$ cat config.mk
export PLATFORM = sky130hd
export DESIGN_NAME = scan_bit_ctrl
export DESIGN_NICKNAME = d
export VERILOG_FILES = /design/src/rtl/bcu_pkg.sv /design/src/rtl/bcu_slot_hist.sv /design/src/rtl/bcu_op_eval.sv /design/src/rtl/bcu_bit_mem.sv /design/src/rtl/scan_bit_ctrl.sv
export SDC_FILE = /design/constraint.sdc
export NUM_CORES = 1
export LEC_CHECK = 0
export ABC_AREA = 1
export BUFFER_PORTS_ARGS = -buffer_cell sky130_fd_sc_hd__buf_4
export CELL_PAD_IN_SITES_DETAIL_PLACEMENT = 1
export CELL_PAD_IN_SITES_GLOBAL_PLACEMENT = 1
export CORE_ASPECT_RATIO = 0.6
export CORE_MARGIN = 2
export CORE_UTILIZATION = 37
export CTS_BUF_LIST = sky130_fd_sc_hd__clkbuf_4 sky130_fd_sc_hd__clkbuf_8
export DETAILED_ROUTE_END_ITERATION = 8
export GPL_TIMING_DRIVEN = 0
export PLACE_DENSITY = 0.85
export SLEW_MARGIN = 5
export SYNTH_ARGS = -nofsm -noshare
export SYNTH_HDL_FRONTEND = slang
export SYNTH_HIERARCHICAL = 1
export SYNTH_SLANG_ARGS = --single-unit
$ cat constraint.sdc
create_clock -name clk -period 1.7 [get_ports clk]
set_clock_uncertainty 0.15 [all_clocks]
set_input_delay 0 -clock clk [delete_from_list [all_inputs] [get_ports clk]]
set_output_delay 0 -clock clk [all_outputs]
set_load 0.02 [all_outputs]
$ cat src/rtl/bcu_pkg.sv
package bcu_pkg;

    typedef enum logic [2:0] {
        K_SET   = 3'd0,
        K_CLR   = 3'd1,
        K_RISE  = 3'd2,
        K_FALL  = 3'd3,
        K_LATCH = 3'd4
    } bit_op_e;

    typedef struct packed {
        logic en;
        logic val;
    } bit_wr_t;

    function automatic logic is_edge_op(input logic [2:0] kind);
        return (kind == K_RISE) || (kind == K_FALL);
    endfunction

    function automatic bit_wr_t eval_op(input logic [2:0] kind,
                                        input logic       c,
                                        input logic       cr,
                                        input logic       h);
        bit_wr_t w;
        w = '{1'b0, 1'b0};
        case (kind)
            K_SET:   w = '{c, 1'b1};
            K_CLR:   w = '{c, 1'b0};
            K_RISE:  w = '{1'b1, c & ~h};
            K_FALL:  w = '{1'b1, ~c & h};
            K_LATCH: begin
                if (cr)     w = '{1'b1, 1'b0};
                else if (c) w = '{1'b1, 1'b1};
            end
            default: w = '{1'b0, 1'b0};
        endcase
        return w;
    endfunction

endpackage

$ cat src/rtl/bcu_slot_hist.sv
module bcu_slot_hist #(
    parameter int NSLOTS = 16,
    parameter int SLOTW  = $clog2(NSLOTS)
) (
    input  logic             clk,
    input  logic             rst,
    input  logic             tick,
    input  logic             upd_en,
    input  logic [SLOTW-1:0] upd_slot,
    input  logic             upd_cond,
    input  logic [SLOTW-1:0] rd_slot,
    output logic             rd_hist
);

    logic [NSLOTS-1:0] cur_q;
    logic [NSLOTS-1:0] hist_q;

    for (genvar i = 0; i < NSLOTS; i++) begin : g_slot
        logic hit;
        logic cur_nx;
        assign hit    = upd_en && (upd_slot == SLOTW'(i));
        assign cur_nx = hit ? upd_cond : cur_q[i];

        always_ff @(posedge clk) begin
            if (rst) begin
                cur_q[i]  <= 1'b0;
                hist_q[i] <= 1'b0;
            end else begin
                cur_q[i] <= cur_nx;
                if (tick) hist_q[i] <= cur_nx;
            end
        end
    end

    assign rd_hist = hist_q[rd_slot];

    // history only advances on the scan strobe
    a_r7_hist_hold: assert property (@(posedge clk) disable iff (rst)
        !tick |=> $stable(hist_q));

    // no edge update and no tick leaves the pending record alone
    a_r7_cur_hold: assert property (@(posedge clk) disable iff (rst)
        !upd_en |=> $stable(cur_q));

endmodule

$ cat src/rtl/bcu_op_eval.sv
module bcu_op_eval
    import bcu_pkg::*;
(
    input  logic       valid,
    input  logic [2:0] kind,
    input  logic       cond,
    input  logic       cond_rst,
    input  logic       hist,
    output bit_wr_t    wr,
    output logic       hist_upd
);

    bit_wr_t raw;

    always_comb begin
        raw      = eval_op(kind, cond, cond_rst, hist);
        wr.en    = valid & raw.en;
        wr.val   = raw.val;
        hist_upd = valid & is_edge_op(kind);
    end

    // undefined codes never request a write
    always_comb begin
        if (valid && kind > 3'd4)
            a_r9_undef_no_write: assert (!wr.en);
    end

endmodule

$ cat src/rtl/bcu_bit_mem.sv
module bcu_bit_mem #(
    parameter int NBITS = 32,
    parameter int IDXW  = $clog2(NBITS)
) (
    input  logic             clk,
    input  logic             rst,
    input  logic             wr_en,
    input  logic [IDXW-1:0]  wr_idx,
    input  logic             wr_val,
    output logic [NBITS-1:0] bits
);

    for (genvar i = 0; i < NBITS; i++) begin : g_bit
        always_ff @(posedge clk) begin
            if (rst)
                bits[i] <= 1'b0;
            else if (wr_en && wr_idx == IDXW'(i))
                bits[i] <= wr_val;
        end
    end

    // at most one operand bit moves per cycle
    a_r10_single_bit: assert property (@(posedge clk) disable iff (rst)
        $countones(bits ^ $past(bits)) <= 1);

endmodule

$ cat src/rtl/scan_bit_ctrl.sv
module scan_bit_ctrl
    import bcu_pkg::*;
#(
    parameter int NBITS  = 32,
    parameter int NSLOTS = 16,
    localparam int IDXW  = $clog2(NBITS),
    localparam int SLOTW = $clog2(NSLOTS)
) (
    input  logic             clk,
    input  logic             rst,
    input  logic             scan_tick,
    input  logic             req_valid,
    input  logic [SLOTW-1:0] req_slot,
    input  logic [2:0]       req_kind,
    input  logic [IDXW-1:0]  req_bit,
    input  logic             req_cond,
    input  logic             req_cond_rst,
    output logic [NBITS-1:0] bits_out
);

    logic    slot_hist;
    logic    hist_upd;
    bit_wr_t wr;

    bcu_slot_hist #(.NSLOTS(NSLOTS), .SLOTW(SLOTW)) u_hist (
        .clk      (clk),
        .rst      (rst),
        .tick     (scan_tick),
        .upd_en   (hist_upd),
        .upd_slot (req_slot),
        .upd_cond (req_cond),
        .rd_slot  (req_slot),
        .rd_hist  (slot_hist)
    );

    bcu_op_eval u_eval (
        .valid    (req_valid),
        .kind     (req_kind),
        .cond     (req_cond),
        .cond_rst (req_cond_rst),
        .hist     (slot_hist),
        .wr       (wr),
        .hist_upd (hist_upd)
    );

    bcu_bit_mem #(.NBITS(NBITS), .IDXW(IDXW)) u_mem (
        .clk    (clk),
        .rst    (rst),
        .wr_en  (wr.en),
        .wr_idx (req_bit),
        .wr_val (wr.val),
        .bits   (bits_out)
    );

    a_r1_set_on: assert property (@(posedge clk) disable iff (rst)
        req_valid && req_kind == K_SET && req_cond
        |=> bits_out[$past(req_bit)] == 1'b1);

    a_r2_clr_off: assert property (@(posedge clk) disable iff (rst)
        req_valid && req_kind == K_CLR && req_cond
        |=> bits_out[$past(req_bit)] == 1'b0);

    a_r3_rise_pulse: assert property (@(posedge clk) disable iff (rst)
        req_valid && req_kind == K_RISE && req_cond && !slot_hist
        |=> bits_out[$past(req_bit)] == 1'b1);

    a_r4_fall_quiet: assert property (@(posedge clk) disable iff (rst)
        req_valid && req_kind == K_FALL && req_cond
        |=> bits_out[$past(req_bit)] == 1'b0);

    a_r5_latch_hold: assert property (@(posedge clk) disable iff (rst)
        req_valid && req_kind == K_LATCH && !req_cond && !req_cond_rst
        |=> $stable(bits_out));

    a_r6_reset_wins: assert property (@(posedge clk) disable iff (rst)
        req_valid && req_kind == K_LATCH && req_cond_rst
        |=> bits_out[$past(req_bit)] == 1'b0);

    a_r9_idle_stable: assert property (@(posedge clk) disable iff (rst)
        !req_valid |=> $stable(bits_out));

endmodule

==> metrics.md <==
| Metric | Value |
|---|---|
| Status | finished with violations |
| Failing checks | setup timing |
| R2r endpoint | u_mem/bits[4] |
| Post-Syn Area | 3320 um^2 |
| Clock transition at path regs | 70 ps |
| Via count | 3,923 |
| Share of post-route cells with drive strength above 1 | 0.240 |
| PwrDens | around 770 nW/um^2 |
| Clk Latency, worst-skew pair | between 300 and 400 ps |
| Pleak | 2.16 nW |
| Synth Instances | 535 |
| Worst Setup Start Kind | flip-flop |
| RSZ-0062 raised after global routing | true |
| Total Power | 3.51 mW |
| ANT nets after route | 0 |
| Max frequency | 0.510 GHz |
| Die width | 126 um |
| Floorplan row count | 26 |
| CP top delay family | simple AND/OR/NAND/NOR gates |
| Most frequent cells after synthesis | nand2_1 (134), inv_1 (99), nand3_1 (87) |
| Slew Viols, Final | 0 |
| Relative slew slack | 0.543 |
| Post-detail-place hpwl | 8.28 mm |
| Clock tree buffer depth | 2 |
| Initial antenna violation count | 0 |
| Crit path cell chain | inv_1 -> nand2_1 -> nand3_1 -> nand3_1 -> nand3_2 -> nand2_2 -> inv_2 -> nor2_1 -> nand2_1 -> nand4_1 -> inv_4 -> buf_8 -> nand3_1 -> nand2_1 -> nor2_1 |
| Clk sink count | 64 |
| Critical Path Start | u_hist/hist_q[12] |
| Die Area | 9770 um^2 |
| Area leader, netlist | dfxtp_1 |
| Critical Path AT | 2070 ps |
| Reg2reg setup slack | -260 ps |
| Synth top area share | 0.386 |
| Warnings from Yosys | 6 |
| Crit-path slowest cell | dfxtp_1 |
| Tot GR Track Use | 0.274 |
| N_diodes | 0 |
| First-pass GRT wire length | 20.8 mm |
| Worst Path Required | 1810 ps |
| Fin crit period | 1960 ps |
| CTS tree | built |
| CP endpoint kind | flip-flop |
| Max incr delay on CP | 310 ps |
| CP Max Fanout | 5 |
| Hold path start | req_slot[0] |
| Number of synthesized flops with an enable pin | 0 |
| Initial drt markers | 232 |
| Post-synth ARST share | 0 |
| IO Port Bufs | 48 |
| Kind of critical path | reg -> reg |
| Final Hold Viols | 0 |
| Maximum vdd drop | 0.471 mV |
| Post-place setup slack | -790 ps |
| DRC Markers | 0 |
| Tcrit/Tclk final | 1.15 |
| Post-synthesis register bit count | 64 |
| Slew at the pin closest to its max-slew limit | 685 ps |
| Worst setup margin | -262 ps |
| Core footprint | approximately 8600 um^2 |
| Vias in the first global route | 4,052 |
| Fin nets | 639 |
| CP endpoint | u_mem/bits[4] |
| Root Buffer | clkbuf_8 |
| Synth Flop Type | dfxtp_1 |
| Synthesis-to-finish area growth | 36.7% |
| Syn Nets | 553 |
| Final setup violation count | 32 |
| 1st-pass router iterations | 5 |
| Vias per inst | 5.32 |
| Reg-to-reg startpoint | u_hist/hist_q[12] |
| Buf/Inv on CP | 4 |
| Most common cell in the netlist | nand2_1 |
| Worst R2R Path Depth | 15 |
| Top cells by area, synth | dfxtp_1 (39%), nand2_1 (15%), nand3_1 (13%), inv_1 (11%), nor2_1 (8.1%) |
| Post-synth cell types | 24 |
| Wirelength, routed | 12.9 mm |
| H-tree levels | 3 |
| Initial Util | 0.385 |
| Fill cell count | around 1,100 |
| Sequential element share of the synthesized area | 0.386 |
| WL per Instance | 17.5 um |
| Max_cap viols | 0 |
| Levels on crit path | 15 |
| Ports | 50 |
| TritonCTS buffer count | 9 |
| Worst Hold Class | in -> reg |
| Syn Area/Cell | 6.20 um^2 |
| Die Ht | 77.4 um |
| Final GP Congestion | 0.852 |
| Largest net degree at the start of global routing | 11 |
| Total gr overflow | 0 |
## worst reg2reg max path, delay by kind of cell (launching register included)
family	cells	cell delay (ps)
buffers and inverters	4	460
DFF	1	310
and+or+nand+nor	11	920
## timing repair
action / 4_1_cts / 5_1_grt
gates cloned: 3 / 0
pin swaps: 24 / 11
hold endpoints to repair: 39 / 0
buffers inserted: 12 / 2
setup endpoints to repair: 32 / 37
hold buffers: 13 / 0
resized for setup: 47 / 35
## layout make-up
type / count / area (um^2) / share of cell area
Clock buffer: 13 / 166 / 0.0367
Buffer: 20 / 171 / 0.0378
Sequential cell: 64 / 1290 / 0.284
Inverter: 101 / 382 / 0.0841
Clock inverter: 3 / 40.0 / 0.00883
Tap cell: 112 / 140 / 0.0309
Timing Repair Buffer: 75 / 631 / 0.139
Multi-Input combinational cell: 350 / 1720 / 0.379
## how the worst min path moves through the flow
stage | endpoint | slack, ps | depth (start not counted)
final | u_hist/hist_q[11] | 6 | 6
after global routing | u_hist/cur_q[6] | 60 | 5
after CTS | u_hist/cur_q[3] | -20 | 4
after detailed placement | u_hist/hist_q[14] | 160 | 4
after global placement | u_hist/hist_q[15] | 150 | 4
after floorplan | u_hist/hist_q[15] | -5 | 3
## flip-flops by register name, summed over array words and instances (netlist names)
name / count
u_hist/cur_q: 16
u_hist/hist_q: 16
u_mem/bits: 32
## stage by stage
stage / utilization / cell area, um^2 / TNS, ps / hold WS (ps) / std cells
6_report: 0.526 / 4540 / -6670 / 5.67 / 738
5_1_grt: 0.526 / 4540 / -10360 / 56.9 / 738
4_1_cts: 0.515 / 4440 / -4610 / -15.9 / 739
3_5_place_dp: 0.443 / 3820 / -20620 / 156 / 695
3_3_place_gp: 0.443 / 3820 / -17860 / 147 / 695
2_1_floorplan: - / 3320 / 0 / -5.10 / 535
## kinds of logic (layout without fill, tap and decap cells)
group	Yosys count	count (layout)	share of synthesized area
simple gates	302	302	0.389
flops	64	64	0.386
compound gates	48	48	0.0724
buf+inv	121	212	0.153
## routing by layer
metal  up-vias  part of all wire  global-route usage  routed length (um)
li1       1810                 -                   -                   -
met3        24             0.065              0.0621                 843
met2       139              0.47               0.440                6020
met1      1950              0.45               0.365                5840
met5         -                 0                   0                   0
met4         0             0.017              0.0956                 220
## where the power goes
part / switching, mW / internal (mW) / leakage, nW
clock network: 0.632 / 0.786 / 0.110
logic: 0.358 / 0.198 / 1.53
registers: 0.0103 / 1.53 / 0.520
total: 1.00 / 2.51 / 2.16
## placed cells by master (no fill, tap or decap), types with 12 or more instances in the layout
cell	count
clkbuf_8	13
a21oi_1	38
buf_4	60
inv_1	92
nor2_1	57
dfxtp_1	59
nand3_1	73
nand2_1	128
dlygate4sd3_1	12
nor2_4	12
nand3_2	14
(Power assumes the default switching activity.)
